### src/rtl/srp_pkg.sv
package srp_pkg;
  localparam int BYTE_W = 8;
  localparam int HDR_ADDR_W = 7;

  typedef struct packed {
    logic                  wr;
    logic [HDR_ADDR_W-1:0] idx;
  } hdr_t;
endpackage

### src/rtl/srp_edges.sv
module srp_edges (
  input  logic clk,
  input  logic rst_n,
  input  logic cs_n,
  input  logic sck,
  output logic rise,
  output logic fall
);
  logic sck_q;

  always_ff @(posedge clk or negedge rst_n) begin
    if (!rst_n) sck_q <= 1'b0;
    else        sck_q <= sck;
  end

  assign rise = !cs_n && sck && !sck_q;
  assign fall = !cs_n && !sck && sck_q;
endmodule

### src/rtl/srp_snapshot.sv
module srp_snapshot #(
  parameter int ADDR_W = 6,
  parameter int NTIME  = 8
) (
  input  logic                clk,
  input  logic                rst_n,
  input  logic                cs_n,
  input  logic [NTIME*8-1:0]  live_time,
  input  logic [ADDR_W-1:0]   idx,
  input  logic [7:0]          ext_data,
  output logic [NTIME*8-1:0]  snap_flat,
  output logic [7:0]          rd_byte
);
  logic [7:0] snap [NTIME];

  for (genvar g = 0; g < NTIME; g++) begin : g_snap
    always_ff @(posedge clk or negedge rst_n) begin
      if (!rst_n)    snap[g] <= 8'h00;
      else if (cs_n) snap[g] <= live_time[g*8 +: 8];
    end
    assign snap_flat[g*8 +: 8] = snap[g];
  end

  always_comb begin
    rd_byte = ext_data;
    for (int i = 0; i < NTIME; i++) begin
      if (idx == ADDR_W'(i)) rd_byte = snap[i];
    end
  end
endmodule

### src/rtl/srp_xfer.sv
module srp_xfer
  import srp_pkg::*;
#(
  parameter int ADDR_W    = 6,
  parameter int FLAG_ADDR = 15
) (
  input  logic              clk,
  input  logic              rst_n,
  input  logic              cs_n,
  input  logic              mosi,
  input  logic              rise,
  input  logic              fall,
  input  logic [7:0]        rd_byte,
  output logic [ADDR_W-1:0] idx,
  output logic              wr_valid,
  output logic [ADDR_W-1:0] wr_addr,
  output logic [7:0]        wr_data,
  output logic              miso,
  output logic              miso_oe,
  output logic              rd_flag
);
  logic [2:0]        bit_cnt;
  logic              in_hdr;
  logic              is_wr;
  logic [6:0]        shin;
  logic [7:0]        pre_byte;
  logic [ADDR_W-1:0] pre_idx;
  logic [7:0]        tx_sh;
  logic [ADDR_W-1:0] sh_idx;
  logic              fetch_pend;
  logic [7:0]        byte_in;
  hdr_t              hdr;
  logic              byte_done;

  assign byte_in   = {shin, mosi};
  assign hdr       = hdr_t'(byte_in);
  assign byte_done = rise && (bit_cnt == 3'd7);

  always_ff @(posedge clk or negedge rst_n) begin
    if (!rst_n) begin
      bit_cnt    <= '0;
      in_hdr     <= 1'b1;
      is_wr      <= 1'b0;
      shin       <= '0;
      idx        <= '0;
      pre_byte   <= '0;
      pre_idx    <= '0;
      tx_sh      <= '0;
      sh_idx     <= '0;
      fetch_pend <= 1'b0;
      miso_oe    <= 1'b0;
      wr_valid   <= 1'b0;
      wr_addr    <= '0;
      wr_data    <= '0;
      rd_flag    <= 1'b0;
    end else begin
      wr_valid <= 1'b0;
      rd_flag  <= 1'b0;
      if (cs_n) begin
        bit_cnt    <= '0;
        in_hdr     <= 1'b1;
        miso_oe    <= 1'b0;
        fetch_pend <= 1'b0;
      end else begin
        if (fetch_pend) begin
          pre_byte   <= rd_byte;
          pre_idx    <= idx;
          idx        <= idx + 1'b1;
          fetch_pend <= 1'b0;
        end
        if (rise) begin
          shin    <= byte_in[6:0];
          bit_cnt <= bit_cnt + 3'd1;
        end
        if (byte_done) begin
          if (in_hdr) begin
            in_hdr     <= 1'b0;
            is_wr      <= hdr.wr;
            idx        <= hdr.idx[ADDR_W-1:0];
            fetch_pend <= !hdr.wr;
          end else if (is_wr) begin
            wr_valid <= 1'b1;
            wr_addr  <= idx;
            wr_data  <= byte_in;
            idx      <= idx + 1'b1;
          end else if (miso_oe && sh_idx == ADDR_W'(FLAG_ADDR)) begin
            rd_flag <= 1'b1;
          end
        end
        if (fall && !in_hdr && !is_wr) begin
          if (bit_cnt == 3'd0) begin
            tx_sh      <= pre_byte;
            sh_idx     <= pre_idx;
            miso_oe    <= 1'b1;
            fetch_pend <= 1'b1;
          end else begin
            tx_sh <= {tx_sh[6:0], 1'b0};
          end
        end
      end
    end
  end

  assign miso = miso_oe ? tx_sh[7] : 1'b0;
endmodule

### src/rtl/serial_reg_port.sv
module serial_reg_port #(
  parameter int ADDR_W    = 6,
  parameter int NTIME     = 8,
  parameter int FLAG_ADDR = 15
) (
  input  logic               clk,
  input  logic               rst_n,
  input  logic               cs_n,
  input  logic               sck,
  input  logic               mosi,
  output logic               miso,
  output logic               miso_oe,
  input  logic [NTIME*8-1:0] live_time,
  output logic [ADDR_W-1:0]  rd_addr,
  input  logic [7:0]         rd_data,
  output logic               wr_valid,
  output logic [ADDR_W-1:0]  wr_addr,
  output logic [7:0]         wr_data,
  output logic               rd_flag
);
  logic               sck_rise;
  logic               sck_fall;
  logic [7:0]         rd_byte;
  logic [NTIME*8-1:0] snap_flat;

  srp_edges u_edges (
    .clk  (clk),
    .rst_n(rst_n),
    .cs_n (cs_n),
    .sck  (sck),
    .rise (sck_rise),
    .fall (sck_fall)
  );

  srp_snapshot #(.ADDR_W(ADDR_W), .NTIME(NTIME)) u_snap (
    .clk      (clk),
    .rst_n    (rst_n),
    .cs_n     (cs_n),
    .live_time(live_time),
    .idx      (rd_addr),
    .ext_data (rd_data),
    .snap_flat(snap_flat),
    .rd_byte  (rd_byte)
  );

  srp_xfer #(.ADDR_W(ADDR_W), .FLAG_ADDR(FLAG_ADDR)) u_xfer (
    .clk     (clk),
    .rst_n   (rst_n),
    .cs_n    (cs_n),
    .mosi    (mosi),
    .rise    (sck_rise),
    .fall    (sck_fall),
    .rd_byte (rd_byte),
    .idx     (rd_addr),
    .wr_valid(wr_valid),
    .wr_addr (wr_addr),
    .wr_data (wr_data),
    .miso    (miso),
    .miso_oe (miso_oe),
    .rd_flag (rd_flag)
  );
endmodule

### config.mk
export PLATFORM = sky130hd
export DESIGN_NAME = serial_reg_port
export DESIGN_NICKNAME = d
export VERILOG_FILES = /design/src/rtl/srp_pkg.sv /design/src/rtl/srp_edges.sv /design/src/rtl/srp_snapshot.sv /design/src/rtl/srp_xfer.sv /design/src/rtl/serial_reg_port.sv
export SDC_FILE = /design/constraint.sdc
export NUM_CORES = 1
export LEC_CHECK = 0
export ABC_AREA = 1
export BUFFER_PORTS_ARGS = -buffer_cell sky130_fd_sc_hd__buf_2
export CAP_MARGIN = 20
export CORE_MARGIN = 10
export CORE_UTILIZATION = 51
export CTS_CLUSTER_SIZE = 24
export DETAILED_ROUTE_END_ITERATION = 10
export GPL_ROUTABILITY_DRIVEN = 0
export GPL_TIMING_DRIVEN = 0
export PLACE_DENSITY = 0.81
export SYNTH_ARGS = -nofsm -noshare
export SYNTH_HDL_FRONTEND = slang
export SYNTH_SLANG_ARGS = --single-unit
### constraint.sdc
create_clock -name clk -period 2.1 [get_ports clk]
set_input_delay 0 -clock clk [delete_from_list [all_inputs] [get_ports clk]]
set_output_delay 0 -clock clk [all_outputs]
set_load 0.02 [all_outputs]
==> run metrics, run 1 <==
outcome complete, no violations; post-synthesis xor/xnor area fraction 0.00433; IO Port Bufs 100; CTS Root Cell clkbuf_16; # nets final 1016; largest net degree at the start of global routing 71; clk_lat worst skew 0.43 ns; final WL 18.7 mm; CTS buffer count 17; Synth Area in Compound Gates 0.111; Critical Path AT 2.26 ns; number of vias per cell 5.41; Synth-to-Final Area Change 35.5%; Post-synth top flop dfrtp_1; Avg WL per Cell 17.2 um; CTS tree done; sequential area share after synthesis 0.532; num rows 39; slew at the pin closest to its max-slew limit 0.640 ns; layout cells sized above 1 0.203; Initial Util 0.527; Simple-Gate Fraction of Synth Area 0.254; DR vias 5895; clock edge transition at the registers on the reported setup and hold paths 0.06 ns; Slew HR 0.573; I/O Pins 101; combinational family with the most area after synthesis simple AND/OR/NAND/NOR gates; post-synthesis mux area share 0.0111; Critical Path RT 2.42 ns; R2R Setup Slk 0.16 ns; most frequent cells in the layout 280 x nand2_1, 126 x dfrtp_1, 106 x buf_2; Synth warnings 0; kind of capture point of the worst setup path register; Setup TNS 0 ns; Placed Cells 981; clock tree buffer depth 2; CP Launch Type register; global-route wire length before repair 30.3 mm; Post-DP HPWL 11.3 mm; Fmax achieved 515 MHz; Initial DRC Count 631; worst reg-to-reg path cell count 12; DR pass1 iterations 7; # DRC 0; Final Util 0.713; DIE AREA 0.0167 mm^2; vias in the first global route 6026; Synthesized Nets 821; reg2reg end u_xfer.pre_byte[2]$_DFFE_PN0P_; Overflow after GRT 0; initial antenna violation count 2; Syn Inst Count 737; Async S/R FF share, synth 1.00; final hold slack 0.151 ns; Synth Area in Adders 0.0144; Post-Syn Area per Cell 8.23 um^2; final worst slack 0.159 ns; Critical Path Fanout Max 10; Sink Count 129; Final Hold Violating Endpoints 0; Layout Skew 0.00814 ns; mapped cell area 0.00607 mm^2; Hold WC Path Type input pin to asynchronous set/reset pin; Routed Antenna Nets 0; R2R Path Start u_xfer.idx[5]$_DFFE_PN0N_; final count of pins violating max slew 0; RSZ-0062 raised after global routing yes; area occupied by multi-input gates 0.00242 mm^2; total of max-cap violations 0; GR Util All Layers 0.231; Die Span Y 129 um; final worst path period share 0.924; total leakage power 0.00426 uW; VDD IR max 0.673 mV; pre-CTS setup slack -0.197 ns; Post-synth EDFFs 0; Synth Register Bits 129; P per Cell Area 825 mW/mm^2; FF+latch area 0.00323 mm^2; most common cell after layout, fill and taps aside nand2_1; Fill cells 849; Core Region 0.0115 mm^2; Crit Path Category register to register; Max H-tree Level 4; final setup violation count 0; Tmin final 1.94 ns; post-synth cell types 36; DIE WIDTH 129 um; non-filler instance count after layout 1089
cell families (layout without fill, tap and decap cells):
family,after synthesis,after routing
AO/OA/AOI/OAI,127,127
XOR/XNOR,3,3
adder cells (fa/ha/maj),7,7
buffers and inverters,110,317
flip-flops,129,129
multiplexers,6,6
other,0,2
AND/OR/NAND/NOR,355,355
timing repair:
action                                 4_1_cts  5_1_grt
setup endpoints to repair                    8       13
resized for setup                            4       13
setup buffers                                3        4
hold buffers                                68        0
endpoints found under the hold margin      145        0
pin swaps                                    2        2
gates cloned                                 0        0
sequential cells by signal (all words and copies together), names as in the netlist, 3 cells and up:
register          cells
u_snap.snap_flat     64
u_xfer.bit_cnt        3
u_xfer.idx            6
u_xfer.pre_byte       8
u_xfer.pre_idx        6
u_xfer.sh_idx         6
u_xfer.shin           7
u_xfer.tx_sh          8
u_xfer.wr_addr        6
u_xfer.wr_data        8
cells in the mapped netlist, types with 3 or more instances:
library cell | instances | area, um^2
mux2_2 | 6 | 67.6
nor2_1 | 11 | 41.3
nand2_1 | 280 | 1050
nor3_4 | 3 | 48.8
clkinv_1 | 3 | 11.3
ha_1 | 7 | 87.6
inv_1 | 69 | 259
a31oi_1 | 7 | 43.8
nand4_1 | 12 | 75.1
inv_2 | 9 | 33.8
o21ai_0 | 66 | 330
clkbuf_1 | 11 | 41.3
nand3_1 | 33 | 165
buf_1 | 6 | 22.5
a21oi_1 | 43 | 215
a22oi_1 | 4 | 30.0
nor2_4 | 5 | 56.3
nand3_2 | 4 | 40.0
dfrtp_1 | 128 | 3200
buf_2 | 9 | 45.0
final cells by class:
| class | instances | area share |
|---|---|---|
| diodes | 2 | 0.000609 |
| plain buffers | 29 | 0.0175 |
| clock inverters | 12 | 0.0251 |
| well taps | 143 | 0.0218 |
| flip-flops and latches | 129 | 0.393 |
| clock buffers | 19 | 0.0551 |
| repair buffers | 176 | 0.154 |
| multi-input cells | 498 | 0.295 |
| inverters | 81 | 0.0376 |
how the worst max path moves through the flow:
stage	from	to	slack [ns]	depth (start not counted)
floorplan	u_xfer.idx[0]$_DFFE_PN0N_	u_xfer.pre_byte[0]$_DFFE_PN0P_	0.19	14
detailed placement	u_xfer.idx[0]$_DFFE_PN0N_	u_xfer.pre_byte[1]$_DFFE_PN0P_	-0.20	13
finish	u_xfer.idx[5]$_DFFE_PN0N_	u_xfer.pre_byte[2]$_DFFE_PN0P_	0.16	12
global placement	rst_n	u_snap.snap_flat[46]$_DFFE_PN0P_	-0.60	1
global route	u_xfer.idx[0]$_DFFE_PN0N_	u_xfer.pre_byte[4]$_DFFE_PN0P_	-0.04	15
CTS	u_xfer.idx[0]$_DFFE_PN0N_	u_xfer.pre_byte[3]$_DFFE_PN0P_	0.007	15
critical path: stages (launching register included):
cell     delay (ns)
dfrtp_1        0.44
nor2_2         0.25
buf_4          0.23
nand2_1        0.12
nor2_4         0.13
buf_4          0.19
a21oi_1        0.07
nand2_1        0.08
nand2_1        0.07
nand2_1        0.06
nand2_1        0.07
nand2_1        0.06
nand2_1        0.04
metal layers:
metal | up-vias | share of wire | global-route usage
li1 | 2754 | - | -
met1 | 2802 | 0.39 | 0.261
met2 | 278 | 0.50 | 0.391
met3 | 61 | 0.081 | 0.0693
met4 | 0 | 0.033 | 0.116
met5 | - | 0 | 0
metrics by stage:
stage	instance area (um^2)	power, uW
3_5_place_dp	6780	3340
6_report	8220	6780
3_3_place_gp	6750	3320
5_1_grt	8220	6990
2_1_floorplan	6070	3080
4_1_cts	8150	6730
power by group:
group	internal, uW	switching [uW]	leakage (uW)
sequential	2640	90.8	0.00163
clock	2170	1150	0.000308
combinational	292	438	0.00232
total	5100	1680	0.00426
Note: power is estimated with default switching activity, not from simulation.
==> inputs of run 2 (changes only) <==
--- a/config.mk
+++ b/config.mk
@@ -9,12 +9,12 @@
 export BUFFER_PORTS_ARGS = -buffer_cell sky130_fd_sc_hd__buf_2
 export CAP_MARGIN = 20
 export CORE_MARGIN = 10
-export CORE_UTILIZATION = 51
+export CORE_UTILIZATION = 40
 export CTS_CLUSTER_SIZE = 24
 export DETAILED_ROUTE_END_ITERATION = 10
 export GPL_ROUTABILITY_DRIVEN = 0
 export GPL_TIMING_DRIVEN = 0
-export PLACE_DENSITY = 0.81
+export PLACE_DENSITY = 0.68
 export SYNTH_ARGS = -nofsm -noshare
 export SYNTH_HDL_FRONTEND = slang
 export SYNTH_SLANG_ARGS = --single-unit
==> run 2 against run 1 <==
  * Combinational power decreased by 4.4%
  * Worst hold slack got worse by 0.10 ns
  * Sequential power about the same
  * Wire length decreased by 7.3%
  * Total power decreased by 0.91%
  * Clock power about the same
  * Critical endpoint is now u_xfer.pre_byte[5]$_DFFE_PN0P_
==> run metrics, run 2 (synthesized netlist as in run 1, its figures left out) <==
worst path cell trace inv_4 -> ha_1 -> inv_1 -> nor3_4 -> buf_4 -> nand2_1 -> nand2_1 -> nand2_1 -> nand2_1 -> nand2_1 -> nand2_1 (was nor2_2 -> buf_4 -> nand2_1 -> nor2_4 -> buf_4 -> a21oi_1 -> nand2_1 -> nand2_1 -> nand2_1 -> nand2_1 -> nand2_1 -> nand2_1); total leakage power 0.00425 uW (was 0.00426 uW); P per Cell Area 817 mW/mm^2 (was 825 mW/mm^2); critical path's slowest cell dfrtp_2 (was dfrtp_1); Hold WC Path Type input pin to asynchronous set/reset pin (unchanged); Critical Path Fanout Max 10 (unchanged); final WL 17.3 mm (was 18.7 mm); worst reg-to-reg path cell count 11 (was 12); Die Span Y 143 um (was 129 um); delay-heaviest family, CP simple AND/OR/NAND/NOR gates (unchanged); pre-CTS setup slack -0.188 ns (was -0.197 ns); num rows 44 (was 39); Fill cells 1293 (was 849); final worst slack 0.120 ns (was 0.159 ns); sw power 1590 uW (was 1680 uW); vias in the first global route 5661 (was 6026); layout cells sized above 1 0.197 (was 0.203); kind of capture point of the worst setup path register (unchanged); I/O Pins 101 (unchanged); CTS buffer count 17 (unchanged); RSZ-0062 raised after global routing no (was yes); most common cell after layout, fill and taps aside nand2_1 (unchanged); Net Sw Frac 0.237 (was 0.247); Initial Util 0.413 (was 0.527); Sink Count 129 (unchanged); clock power share 0.489 (about the same); most frequent cells in the layout 280 x nand2_1, 126 x dfrtp_1, 106 x buf_2 (unchanged); clock edge transition at the registers on the reported setup and hold paths 0.06 ns (about the same); GR Util All Layers 0.176 (was 0.231); CTS Root Cell clkbuf_16 (unchanged); clock tree buffer depth 2 (unchanged); peak per-stage delay on the critical path 0.45 ns (was 0.44 ns); Critical Path AT 2.34 ns (was 2.26 ns); CTS tree done (unchanged); outcome complete, no violations (unchanged); Critical Path RT 2.46 ns (was 2.42 ns); CP Launch Type register (unchanged); R2R Setup Slk 0.12 ns (was 0.16 ns); P_int 5120 uW (was 5100 uW); largest net degree at the start of global routing 91 (was 71); Final Util 0.560 (was 0.713); antenna cells 0 (was 2); number of flip-flops in the largest register 64 (unchanged); Layout Skew 0.00743 ns (was 0.00814 ns); IO Port Bufs 100 (unchanged); Most Frequent Cell on Critical Path nand2_1 (unchanged); Overflow after GRT 0 (unchanged); Initial DRC Count 376 (was 631); Logic pwr share 0.104 (was 0.108); Crit Path Category register to register (unchanged); part of the power in registers 0.407 (was 0.403); DIE AREA 0.0205 mm^2 (was 0.0167 mm^2); # nets final 1012 (was 1016); DR vias 5526 (was 5895); # DRC 0 (unchanged); slew at the pin closest to its max-slew limit 0.663 ns (was 0.640 ns); Buf/Inv on CP 3 (was 2); final worst path period share 0.943 (was 0.924); Avg WL per Cell 15.4 um (was 17.2 um); final count of pins violating max slew 0 (unchanged); final setup violation count 0 (unchanged); initial antenna violation count 0 (was 2); Tmin final 1.98 ns (was 1.94 ns); Final Hold Violating Endpoints 0 (unchanged); total of max-cap violations 0 (unchanged); global-route wire length before repair 28.4 mm (was 30.3 mm); Post-DP HPWL 11.8 mm (was 11.3 mm); Slew HR 0.558 (was 0.573); Fmax achieved 505 MHz (was 515 MHz); number of vias per cell 4.91 (was 5.41); Routed Antenna Nets 0 (unchanged); VDD IR max 0.606 mV (was 0.673 mV); DR pass1 iterations 5 (was 7); clk_lat worst skew 0.42 ns (was 0.43 ns); Core Region 0.0147 mm^2 (was 0.0115 mm^2); DIE WIDTH 143 um (was 129 um); Synth-to-Final Area Change 35.6% (was 35.5%); Worst path depth 11 (was 12); Max H-tree Level 4 (unchanged)
-- run 2: cell count changes in the layout (fill, tap and decap cells not counted), sizes merged --
| cell | change |
|---|---|
| diode | -2 |
| inv | -1 |
| clkbuf | +4 |
| clkinv | +2 |
| clkinvlp | -4 |
| buf | -4 |
-- run 2: through the flow --
stage | cells | area [um^2] | total power, uW | hold WS [ns] | setup TNS (ns)
2_1_floorplan | 737 | 6070 | 3080 | -0.296 | 0
3_3_place_gp | 1021 | 6800 | 3330 | 0.167 | -87.32
3_5_place_dp | 1022 | 6830 | 3350 | -0.0700 | -1.22
4_1_cts | 1125 | 8200 | 6740 | 0.0513 | 0
5_1_grt | 1125 | 8230 | 6970 | 0.0748 | 0
6_report | 1125 | 8230 | 6720 | 0.0483 | 0
-- run 2: path summary, 6_finish.rpt --
| kind | start | end |
|---|---|---|
| worst max register to register | u_xfer.idx[1]$_DFFE_PN0N_ | u_xfer.pre_byte[5]$_DFFE_PN0P_ |
| worst min register to register | u_snap.snap_flat[8]$_DFFE_PN0P_ | u_snap.snap_flat[8]$_DFFE_PN0P_ |
| min in group clk | live_time[27] | u_snap.snap_flat[27]$_DFFE_PN0P_ |
| worst max-delay path | u_xfer.idx[1]$_DFFE_PN0N_ | u_xfer.pre_byte[5]$_DFFE_PN0P_ |
| max in group asynchronous | rst_n | u_snap.snap_flat[46]$_DFFE_PN0P_ |
| worst min-delay path | rst_n | u_xfer.wr_valid$_DFF_PN0_ |
-- run 2: cell type report --
cell class / count / area (um^2) / share of cell area
inverter: 81 / 312 / 0.0379
tap: 184 / 230 / 0.0280
buffer: 29 / 140 / 0.0170
sequential: 129 / 3230 / 0.393
timing repair buffer: 172 / 1240 / 0.150
clock buffer: 23 / 478 / 0.0581
multi-input combinational: 498 / 2420 / 0.294
clock inverter: 9 / 178 / 0.0216
-- run 2: worst register-to-register path: cells and delay by family (launching register included) --
family / cells / cell delay, ns
and+or+nand+nor: 7 / 0.76
DFF: 1 / 0.45
buffers and inverters: 3 / 0.46
adders and majority gates: 1 / 0.24
-- run 2: power groups by stage --
| stage | sequential (uW) | clock [uW] | combinational, uW |
|---|---|---|---|
| 2_1_floorplan | 2760 | 0 | 315 |
| 3_3_place_gp | 2770 | 0 | 561 |
| 5_1_grt | 2750 | 3440 | 785 |
| 3_5_place_dp | 2770 | 0 | 580 |
| 4_1_cts | 2730 | 3320 | 687 |
| 6_report | 2740 | 3290 | 698 |
-- run 2: layer usage --
layer / wire length [um] / up-vias / GRT usage
met2: 8360 / 163 / 0.289
met3: 1050 / 17 / 0.0527
met5: 0 / - / 0
met1: 7740 / 2601 / 0.218
li1: - / 2745 / -
met4: 185 / 0 / 0.0505
-- run 2: repair_timing --
action                                  4_1_cts  5_1_grt
cloned                                        0        0
endpoints found under the hold margin       203        0
hold buffers                                 68        0
pin swaps                                     2        0
gates resized for setup                       5       11
endpoints found under the setup margin        8        9
setup buffers                                 3        0
